`config.mk`:
```
export PLATFORM = sky130hd
export DESIGN_NAME = spec_hist_ckpt
export DESIGN_NICKNAME = d
export VERILOG_FILES = /design/src/rtl/shc_pkg.sv /design/src/rtl/shc_ckpt_buf.sv /design/src/rtl/shc_thread_lane.sv /design/src/rtl/spec_hist_ckpt.sv
export SDC_FILE = /design/constraint.sdc
export NUM_CORES = 2
export LEC_CHECK = 0
export BUFFER_PORTS_ARGS = -buffer_cell sky130_fd_sc_hd__buf_2
export CAP_MARGIN = 25
export CORE_MARGIN = 10
export CORE_UTILIZATION = 35
export DETAILED_ROUTE_END_ITERATION = 12
export PLACE_DENSITY = 0.53
export SLEW_MARGIN = 20
export SYNTH_ARGS = -nofsm -noshare
export SYNTH_HDL_FRONTEND = slang
export SYNTH_HIERARCHICAL = 1
export SYNTH_SLANG_ARGS = --single-unit
```
`constraint.sdc`:
```
create_clock -name clk -period 17.9 [get_ports clk]
set_input_delay 1.79 -clock clk [delete_from_list [all_inputs] [get_ports clk]]
set_output_delay 1.79 -clock clk [all_outputs]
set_load 0.005 [all_outputs]
```
`src/rtl/shc_pkg.sv`:
```
package shc_pkg;
  localparam int unsigned SHC_MAX_HIST = 64;

  // Speculative update: shift left one place, new direction at bit 0.
  // Callers truncate the result to their own history length.
  function automatic logic [SHC_MAX_HIST-1:0] shc_shift(
    input logic [SHC_MAX_HIST-1:0] h,
    input logic                    dir
  );
    return {h[SHC_MAX_HIST-2:0], dir};
  endfunction
endpackage

```
`src/rtl/shc_ckpt_buf.sv`:
```
module shc_ckpt_buf #(
  parameter int unsigned DEPTH    = 16,
  parameter int unsigned SEQ_W    = 16,
  parameter int unsigned HIST_LEN = 16
) (
  input  logic                         clk,
  input  logic                         wr_en,
  input  logic [$clog2(DEPTH)-1:0]     wr_idx,
  input  logic [SEQ_W-1:0]             wr_seq,
  input  logic [HIST_LEN-1:0]          wr_ck,
  input  logic [$clog2(DEPTH)-1:0]     head,
  input  logic [$clog2(DEPTH+1)-1:0]   count,
  input  logic [SEQ_W-1:0]             key,
  input  logic                         match_eq,
  output logic                         hit,
  output logic [$clog2(DEPTH+1)-1:0]   hit_pos,
  output logic [HIST_LEN-1:0]          hit_ck
);
  localparam int unsigned PTR_W = $clog2(DEPTH);
  localparam int unsigned CNT_W = $clog2(DEPTH+1);

  logic [SEQ_W-1:0]    seq_q [DEPTH];
  logic [HIST_LEN-1:0] ck_q  [DEPTH];

  always_ff @(posedge clk) begin
    if (wr_en) begin
      seq_q[wr_idx] <= wr_seq;
      ck_q[wr_idx]  <= wr_ck;
    end
  end

  // Walk from oldest to youngest; the first live entry that matches wins.
  always_comb begin
    hit     = 1'b0;
    hit_pos = '0;
    hit_ck  = '0;
    for (int i = 0; i < DEPTH; i++) begin
      logic [PTR_W-1:0] idx;
      logic             cond;
      idx  = head + PTR_W'(i);
      cond = match_eq ? (seq_q[idx] == key) : (seq_q[idx] > key);
      if (!hit && (CNT_W'(i) < count) && cond) begin
        hit     = 1'b1;
        hit_pos = CNT_W'(i);
        hit_ck  = ck_q[idx];
      end
    end
  end
endmodule

```
`src/rtl/shc_thread_lane.sv`:
```
module shc_thread_lane
  import shc_pkg::*;
#(
  parameter int unsigned HIST_LEN = 16,
  parameter int unsigned DEPTH    = 16,
  parameter int unsigned SEQ_W    = 16
) (
  input  logic                clk,
  input  logic                rst_n,
  input  logic                pred_fire,
  input  logic [SEQ_W-1:0]    pred_seq,
  input  logic                pred_taken,
  input  logic                commit_fire,
  input  logic                squash_fire,
  input  logic [SEQ_W-1:0]    squash_seq,
  input  logic                resolve_fire,
  input  logic [SEQ_W-1:0]    resolve_seq,
  input  logic                resolve_taken,
  output logic [HIST_LEN-1:0] hist,
  output logic                ready
);
  localparam int unsigned PTR_W = $clog2(DEPTH);
  localparam int unsigned CNT_W = $clog2(DEPTH+1);

  logic [HIST_LEN-1:0] hist_q;
  logic [PTR_W-1:0]    head_q;
  logic [CNT_W-1:0]    count_q;

  // Named events for the assertions.
  logic repair, ev_push, ev_pop, sq_hit, rs_hit;
  logic hit;
  logic [CNT_W-1:0]    hit_pos;
  logic [HIST_LEN-1:0] hit_ck;
  logic [PTR_W-1:0]    tail_idx;

  assign ready    = (count_q != CNT_W'(DEPTH));
  assign repair   = squash_fire | resolve_fire;
  assign ev_push  = pred_fire & ready & ~repair;
  assign ev_pop   = commit_fire & (count_q != '0) & ~repair;
  assign tail_idx = head_q + PTR_W'(count_q);
  assign sq_hit   = squash_fire & hit;
  assign rs_hit   = resolve_fire & ~squash_fire & hit;

  shc_ckpt_buf #(.DEPTH(DEPTH), .SEQ_W(SEQ_W), .HIST_LEN(HIST_LEN)) u_buf (
    .clk      (clk),
    .wr_en    (ev_push),
    .wr_idx   (tail_idx),
    .wr_seq   (pred_seq),
    .wr_ck    (hist_q),
    .head     (head_q),
    .count    (count_q),
    .key      (squash_fire ? squash_seq : resolve_seq),
    .match_eq (~squash_fire),
    .hit      (hit),
    .hit_pos  (hit_pos),
    .hit_ck   (hit_ck)
  );

  always_ff @(posedge clk) begin
    if (!rst_n) begin
      hist_q  <= '0;
      head_q  <= '0;
      count_q <= '0;
    end else if (sq_hit) begin
      hist_q  <= hit_ck;
      count_q <= hit_pos;
    end else if (rs_hit) begin
      hist_q  <= HIST_LEN'(shc_shift(SHC_MAX_HIST'(hit_ck), resolve_taken));
      count_q <= hit_pos + CNT_W'(1);
    end else if (!repair) begin
      if (ev_push)
        hist_q <= HIST_LEN'(shc_shift(SHC_MAX_HIST'(hist_q), pred_taken));
      head_q  <= head_q + PTR_W'(ev_pop);
      count_q <= count_q + CNT_W'(ev_push) - CNT_W'(ev_pop);
    end
  end

  assign hist = hist_q;

  assert_push_shift_R2: assert property (@(posedge clk) disable iff (!rst_n)
    ev_push |=> hist_q == HIST_LEN'(shc_shift(SHC_MAX_HIST'($past(hist_q)), $past(pred_taken))));

  assert_count_bound_R3: assert property (@(posedge clk) disable iff (!rst_n)
    count_q <= CNT_W'(DEPTH));

  assert_full_hold_R3: assert property (@(posedge clk) disable iff (!rst_n)
    (pred_fire && !ready && !repair) |=> $stable(hist_q));

  assert_commit_keep_R4: assert property (@(posedge clk) disable iff (!rst_n)
    (ev_pop && !ev_push) |=> $stable(hist_q));

  assert_squash_restore_R5: assert property (@(posedge clk) disable iff (!rst_n)
    sq_hit |=> hist_q == $past(hit_ck));

  assert_resolve_bit_R6: assert property (@(posedge clk) disable iff (!rst_n)
    rs_hit |=> hist_q[0] == $past(resolve_taken));

  assert_repair_blocks_R8: assert property (@(posedge clk) disable iff (!rst_n)
    (repair && !hit) |=> $stable(hist_q) && $stable(count_q));
endmodule

```
`src/rtl/spec_hist_ckpt.sv`:
```
module spec_hist_ckpt #(
  parameter int unsigned NUM_THREADS = 2,
  parameter int unsigned HIST_LEN    = 16,
  parameter int unsigned DEPTH       = 16,
  parameter int unsigned SEQ_W       = 16,
  localparam int unsigned TID_W      = (NUM_THREADS > 1) ? $clog2(NUM_THREADS) : 1
) (
  input  logic                            clk,
  input  logic                            rst_n,
  input  logic                            pred_valid,
  input  logic [TID_W-1:0]                pred_tid,
  input  logic [SEQ_W-1:0]                pred_seq,
  input  logic                            pred_taken,
  output logic [NUM_THREADS-1:0]          pred_ready,
  input  logic                            commit_valid,
  input  logic [TID_W-1:0]                commit_tid,
  input  logic                            squash_valid,
  input  logic [TID_W-1:0]                squash_tid,
  input  logic [SEQ_W-1:0]                squash_seq,
  input  logic                            resolve_valid,
  input  logic [TID_W-1:0]                resolve_tid,
  input  logic [SEQ_W-1:0]                resolve_seq,
  input  logic                            resolve_taken,
  output logic [NUM_THREADS*HIST_LEN-1:0] hist_flat
);
  for (genvar t = 0; t < NUM_THREADS; t++) begin : g_lane
    logic [HIST_LEN-1:0] lane_hist;
    logic                lane_ready;

    shc_thread_lane #(.HIST_LEN(HIST_LEN), .DEPTH(DEPTH), .SEQ_W(SEQ_W)) u_lane (
      .clk           (clk),
      .rst_n         (rst_n),
      .pred_fire     (pred_valid && (pred_tid == TID_W'(t))),
      .pred_seq      (pred_seq),
      .pred_taken    (pred_taken),
      .commit_fire   (commit_valid && (commit_tid == TID_W'(t))),
      .squash_fire   (squash_valid && (squash_tid == TID_W'(t))),
      .squash_seq    (squash_seq),
      .resolve_fire  (resolve_valid && (resolve_tid == TID_W'(t))),
      .resolve_seq   (resolve_seq),
      .resolve_taken (resolve_taken),
      .hist          (lane_hist),
      .ready         (lane_ready)
    );

    assign hist_flat[t*HIST_LEN +: HIST_LEN] = lane_hist;
    assign pred_ready[t] = lane_ready;
  end
endmodule

```
-- After elaboration in Yosys (flattened, before gate mapping)
Memories as Yosys holds them, arrays and structs flattened. A register that Yosys moved wholly into a read port is not among the register bits.
Index checks and enable logic that the tools add are counted.
Widths: inputs -> output; s select.
- register bits: 50
- RAM bits: 1024
- bits of input ports: 60
- output and inout port bits: 34
- memories kept: 4
- add/sub/neg operators: 40
- magnitude comparators: 64
- equal/unequal tests: 36
- muxes and demuxes: 154
- bitwise logic cells: 28
- reductions and logical operators: 108
- memories (name ; words ; width ; rd ports ; clocked after memory_dff ; write ports ; RTL line ; text):
    g_lane[0].u_lane.u_buf.ck_q ; 16 ; 16 ; 16 ; 1 ; 1 ; shc_ckpt_buf.sv:23 ; logic [HIST_LEN-1:0] ck_q [DEPTH];
    g_lane[0].u_lane.u_buf.seq_q ; 16 ; 16 ; 16 ; 1 ; 1 ; shc_ckpt_buf.sv:22 ; logic [SEQ_W-1:0] seq_q [DEPTH];
    g_lane[1].u_lane.u_buf.ck_q ; 16 ; 16 ; 16 ; 1 ; 1 ; shc_ckpt_buf.sv:23 ;
    g_lane[1].u_lane.u_buf.seq_q ; 16 ; 16 ; 16 ; 1 ; 1 ; shc_ckpt_buf.sv:22 ;
- operators by type and width (cell ; number):
    $mux 16 ; 42
    $eq 16x16->1 ; 32
    $gt 16x16->1 ; 32
    $mux 5 ; 34
    $lt 4x5->1 const A ; 16
    $logic_and 1x1->1 ; 70
    $mux 1 ; 70
    $add 4x4->4 const B ; 16
    $lt 3x5->1 const A ; 8
    $add 4x3->4 const B ; 8
    $mux 4 ; 8
    $logic_not 1->1 ; 30
    $lt 1x5->1 const A ; 4
    $lt 2x5->1 const A ; 4
    $add 4x2->4 const B ; 4
    $and 1x1->1 ; 14
    $not 1->1 ; 12
    $add 5x1->5 ; 2
    $add 5x1->5 const B ; 2
    $ne 5x5->1 const B ; 2
    $reduce_bool 5->1 ; 2
    $sub 5x1->5 ; 2
    $add 4x1->4 ; 2
    $add 4x1->4 const B ; 2
    6 further kinds ; 12

-- Logic depth before layout (Yosys ltp)
- depth after elaboration: 72
- mapped depth: 37
- mapped depth without buffers: 22

-- By module
The synthesis kept the hierarchy.
- by module, submodules not included (module ; instances ; cells an instance ; area an instance (µm²) ; sequential area each (µm²)):
    shc_ckpt_buf (g_lane[0].u_lane.u_buf) ; 1 ; 3544 ; 49088.3 ; 15374.7
    shc_ckpt_buf (g_lane[1].u_lane.u_buf) ; 1 ; 3502 ; 48360.1 ; 15374.7
    shc_thread_lane ; 2 ; 228 ; 1936.9 ; 500.5
    spec_hist_ckpt ; 1 ; 10 ; 65.1 ; 0.0

-- Worst setup path before layout
Ideal clock, no wire load.
- kind: flip-flop to flip-flop
- from: register g_lane[1].u_lane.head_q[0]
- to: register g_lane[1].u_lane.count_q[4]
- setup time: 70 ps
- data arrival time: 9167 ps
- required time: 17830 ps
- path slack: 8663 ps
- cell stages (with the launch flop): 36
- path buffers: 16
- cells stage by stage: dfxtp_1 clkbuf_2 buf_2 buf_2 buf_2 buf_2 buf_2 buf_1 clkbuf_1 inv_1 ha_1 clkbuf_1 buf_2 clkbuf_1 buf_2 buf_2 buf_1 mux4_2 mux4_2 ha_1 a21oi_1 nand2_1 a2111oi_0 and3_1 o22ai_2 or4_4 buf_2 nor4_4 buf_4 a221oi_1 nand2_1 ha_1 nand4b_1 xnor2_1 o221ai_1 a21oi_1
- cells in the longest elaborated chain, start to end: 65
- elaborated cells on any way between the ends: 140
- classes of those cells: add/sub (16); order compare (15); eq/ne (16); mux (47); bitwise (2); reduce/logical (43); memory (1)
- ends and longest elaborated chain (element ; RTL line ; text):
    start, declared ; shc_thread_lane.sv:26 ; logic [PTR_W-1:0] head_q;
    start signal, assigned ; shc_thread_lane.sv:73 ; head_q <= head_q + PTR_W'(ev_pop);
    $add 4x1->4 ; shc_ckpt_buf.sv:40 ; idx = head + PTR_W'(i);
    $mem_v2 16x16 (*) ; n/a ;
    $gt 16x16->1 / $eq 16x16->1 (equally long branches) ; shc_ckpt_buf.sv:41 ; cond = match_eq ? (seq_q[idx] == key) : (seq_q[idx] > key);
    $mux 1 ; shc_ckpt_buf.sv:41 ;
    $logic_and 1x1->1 ; shc_ckpt_buf.sv:42 ; if (!hit && (CNT_W'(i) < count) && cond) begin
    $mux 1 ; shc_ckpt_buf.sv:42 ;
    $logic_not 1->1 ; shc_ckpt_buf.sv:42 ;
    $logic_and 1x1->1 (2 in a row) ; shc_ckpt_buf.sv:42 ;
    [48 not listed] ; n/a ;
    $mux 1 ; shc_ckpt_buf.sv:42 ;
    $logic_not 1->1 ; shc_ckpt_buf.sv:42 ;
    $logic_and 1x1->1 (2 in a row) ; shc_ckpt_buf.sv:42 ;
    $mux 5 (*) ; shc_ckpt_buf.sv:42 ;
    net g_lane[1].u_lane.hit_pos[1] ; shc_thread_lane.sv:32 ; logic [CNT_W-1:0] hit_pos;
    $add 5x1->5 (*) ; shc_thread_lane.sv:69 ; count_q <= hit_pos + CNT_W'(1);
    $mux 5 (*) ; shc_thread_lane.sv:67 ; end else if (rs_hit) begin
    $mux 5 (*) ; shc_thread_lane.sv:64 ; end else if (sq_hit) begin
    end signal, assigned ; shc_thread_lane.sv:66 ; count_q <= hit_pos;
    end signal, assigned ; shc_thread_lane.sv:69 ;
    end signal, assigned ; shc_thread_lane.sv:74 ; count_q <= count_q + CNT_W'(ev_push) - CNT_W'(ev_pop);
    end, declared ; shc_thread_lane.sv:27 ; logic [CNT_W-1:0] count_q;
Mark *: on every way through the listed nets, which the timed path passes. The rest lies on a longest branch.
A chain may end at the register's enable or synchronous reset.

-- Worst setup path in the final report
- from: register g_lane[0].u_lane.head_q[0]
- to: register g_lane[0].u_lane.count_q[4]
- cells in the longest elaborated chain, start to end: 65
- elaborated cells on any way between the ends: 140
- classes of those cells: add/sub (16); order compare (15); eq/ne (16); mux (47); bitwise (2); reduce/logical (43); memory (1)
- ends and longest elaborated chain (element ; RTL line):
    start, declared ; shc_thread_lane.sv:26
    start signal, assigned ; shc_thread_lane.sv:73
    $add 4x1->4 ; shc_ckpt_buf.sv:40
    $mem_v2 16x16 (*) ; n/a
    $gt 16x16->1 / $eq 16x16->1 (equally long branches) ; shc_ckpt_buf.sv:41
    $mux 1 ; shc_ckpt_buf.sv:41
    $logic_and 1x1->1 ; shc_ckpt_buf.sv:42
    $mux 1 ; shc_ckpt_buf.sv:42
    $logic_not 1->1 ; shc_ckpt_buf.sv:42
    $logic_and 1x1->1 (2 in a row) ; shc_ckpt_buf.sv:42
    [48 not listed] ; n/a
    $mux 1 ; shc_ckpt_buf.sv:42
    $logic_not 1->1 ; shc_ckpt_buf.sv:42
    $logic_and 1x1->1 (2 in a row) ; shc_ckpt_buf.sv:42
    $mux 5 (*) ; shc_ckpt_buf.sv:42
    net g_lane[0].u_lane.hit_pos[1] ; shc_thread_lane.sv:32
    $add 5x1->5 (*) ; shc_thread_lane.sv:69
    $mux 5 (*) ; shc_thread_lane.sv:67
    $mux 5 (*) ; shc_thread_lane.sv:64
    end signal, assigned ; shc_thread_lane.sv:66
    end signal, assigned ; shc_thread_lane.sv:69
    end signal, assigned ; shc_thread_lane.sv:74
    end, declared ; shc_thread_lane.sv:27
Marks and branches as above.

==> flow_summary.toml <==
[sta]
max_freq_mhz = 94.39
fin_skew_ns = 0.04775
drv_slew = 0
setup_tns_ns = 0
grt_setup_unrepaired = "no"
worstMarginPinSlew_ns = 1.192
period_minus_slack_ns = 10.59
setup_viol = 0
max_slew_margin_pct = 19.87
report.final.hold_viol_count = 0
finalCritPeriodShare_pct = 59.18
worst_slack_ns = 7.306

[finish]
fin_cells = 11200
seqCellArea_mm2 = 0.03178
multi_input_area_mm2 = 0.06690
drive_gt1_share_pct = 33.70
fillerInstances = 26550
layout.nets = 7941
area_delta_synth_final_pct = 9.259

[placement]
place_ws_ns = 7.475
dp_hpwl_um = 272000
dp.cells = 10960
gp_congestion = 0.9634
io_buffers = 93

[floorplan]
die-width_um = 558.2
core-area_mm2 = 0.2881
num_rows = 197
die_h_um = 558.2
io_pins = 94
die_area_mm2 = 0.3116
start_util_pct = 35.19

[yosys]
synth_cell_type_count = 116
syn_area_mm2 = 0.1014
synth_edf_count = 1024
synth_warnings = 6
synth_ff_type = "edfxtp_1"
ys_seq_area_share_pct = 31.32
post-synth-top-area-cell = "mux4_2"
ys_ff_latch = 1074
syn_inst = 7512
async_flop_share_pct = 0
synth_nets = 8126
syn_avg_cell_area_um2 = 13.50
synth_area_leaders = "mux4_2, edfxtp_1, ha_1"
yosysTopAreaCellShare_pct = 37.59

[detailed_routing]
wl_um = 396100
wl_per_cell_um = 35.36
antenna_left = 0
drtPass1Iterations = 8
drc_errors = 0
viasPerCell = 6.996
drt_iter0_drc = 11010
via_count = 78370

[clocking]
clock_latency_ns = 0.85
cts_max_level = 4
ctsResizeCount = 0
cts_tree = "built"
cts.sinks = 1074
post-cts-setup-buffers = 0
path_clk_slew_ns = 0.06
cts_root_buf = "clkbuf_16"
cts_buffers = 139
clockBufferDepth = 4
cts_hold_buf = 0

[pwr]
leakage_nw = 34.94
vdd_drop_max_mv = 0.05459
pwr_density_cell_mw_per_mm2 = 84.09

[setup_path]
start_kind = "flip-flop"
worstPathArrival_ns = 11.35
cp.required_ns = 18.65
path_class = "reg2reg"
slowest_delay_ns = 0.93
cpMaxStageDelayCell = "nand3_1"
path_max_fanout = 119
end_kind = "flip-flop"
path_cells = "inv_1 -> ha_4 -> buf_12 -> buf_4 -> mux4_2 -> mux4_2 -> ha_1 -> nand2_1 -> nor3_1 -> nand4_1 -> xnor2_1 -> a311o_1 -> nand3_1 -> nand4b_4 -> nor2_2 -> nor3_1 -> nand2_1 -> ha_1 -> nand4b_1 -> xnor2_1 -> o221ai_1 -> a21oi_1"

[grt]
grt_start_max_net_pins = 139
gr-total-overflow = 0
grt_pass1_vias = 73830
groute.usage.overall_pct = 24.60
antenna_found_initial = 8
grt_pass1_wl_um = 560900

[run]
drv_cap = 0

[hold_path]
hold_class = "reg2reg"

[run_status]
status = "finished clean"
[metrics by stage]
stage	hold slack, ns	cell area, um^2	power [mW]	utilization (%)
2_1_floorplan	0.5070	101400	5.390	-
3_3_place_gp	0.4696	106200	6.487	36.86
3_5_place_dp	0.4685	106300	6.513	36.91
4_1_cts	0.4817	110600	9.294	38.40
5_1_grt	0.5513	110800	9.692	38.44
6_report	0.4863	110800	9.315	38.44
[area by class of cell]
cell class,instances,area share (%)
antenna,6,0.01355
clock buffer,167,3.321
clock inverter,63,0.5546
inverter,131,0.4484
multi-input combinational,5649,60.40
sequential,1074,28.69
tap,3781,4.271
timing repair buffer,332,2.308
[synth_stat cells (all sizes together), types with 20 or more instances]
master      n
a221o      23
nand3     111
xor2       30
ha        550
edfxtp   1024
inv       131
nor2      311
mux4     1692
a21oi     362
a21o       65
mux2i     254
o31ai      27
nor4       49
a211oi     51
o2111ai    26
clkbuf    271
nand4     138
o21ai     266
o311ai     20
dfxtp      50
o21a       41
o2bb2ai    23
o211ai     62
nor3       79
buf       387
and2       29
a22o       49
nand2b     28
a221oi     27
or2        22
a31oi     107
nor2b      42
mux2      114
a211o      27
xnor2      41
nand2     735
[critical path, delay by kind of cell, from the launching register on]
kind,cells,cell delay [ns]
AND/OR/NAND/NOR,9,3.62
XOR/XNOR,2,0.50
buffers and inverters,3,1.73
flip-flops,1,0.75
multiplexers,2,1.18
adder cells (fa/ha/maj),3,1.35
AO/OA/AOI/OAI,3,1.17
[kinds of logic after synthesis]
kind of cell	synth area share, %
AO/OA/AOI/OAI	8.872
multiplexers	41.36
AND/OR/NAND/NOR	7.498
buffers and inverters	3.468
adder cells (fa/ha/maj)	6.866
other	0.007407
XOR/XNOR	0.6133
flip-flops	31.32
[per-layer routing]
metal / up-vias / wire (um) / global-route usage (%)
met1: 41030 / 156500 / 33.81
met3: 796 / 41930 / 5.484
li1: 31450 / - / -
met4: 6 / 18310 / 9.480
met5: - / 36 / 0
met2: 5096 / 179400 / 38.08
[placed cells by master (no fill, tap or decap), types with 19 or more instances in the layout]
master	netlist	routed
and3_1	19	19
o21ai_0	261	260
nor2_4	1	26
edfxtp_1	1024	1024
xnor2_1	41	26
buf_2	229	93
nor2b_1	42	41
nand3_1	108	108
and2_1	28	27
a211oi_1	50	48
o31ai_1	27	26
ha_1	550	546
o2bb2ai_1	23	23
nand4_1	137	137
a22o_1	49	49
a221o_1	23	23
a31oi_1	107	106
nand2_1	734	732
clkbuf_16	0	143
o2111ai_1	26	26
mux4_2	1692	1692
o211ai_1	58	58
clkbuf_1	270	23
nor3_1	76	67
a21o_1	65	65
mux2i_1	254	254
nor4_1	43	42
buf_4	29	216
dfxtp_1	50	42
mux2_2	114	114
or2_2	19	19
clkinv_1	0	24
a211o_1	27	27
a221oi_1	26	25
inv_1	130	129
a21oi_1	358	358
o21a_1	41	41
nand2b_1	28	28
nor2_1	307	281
[flip-flops by register name, summed over array words and instances, names as in the netlist]
signal	flops
g_lane.u_lane/count_q	10
g_lane.u_lane/head_q	8
g_lane.u_lane/hist	32
g_lane.u_lane/u_buf/ck_q	512
g_lane.u_lane/u_buf/seq_q	512
[power breakdown]
group	switching [mW]	internal [mW]
clock	1.12	1.63
combinational	2.15	1.40
sequential	0.108	2.91
total	3.38	5.94
[final timing paths]
path                                 endpoint  cells after the start  slack, ns                       start
setup / recovery  g_lane[0].u_lane/count_q[4]                     22       7.31  g_lane[0].u_lane/head_q[0]
hold / removal       g_lane[0].u_lane/hist[1]                      1       0.49    g_lane[0].u_lane/hist[1]
setup reg to reg  g_lane[0].u_lane/count_q[4]                     22       7.31  g_lane[0].u_lane/head_q[0]
hold reg to reg      g_lane[0].u_lane/hist[1]                      1       0.49    g_lane[0].u_lane/hist[1]
Note: power is estimated with default switching activity, not from simulation.
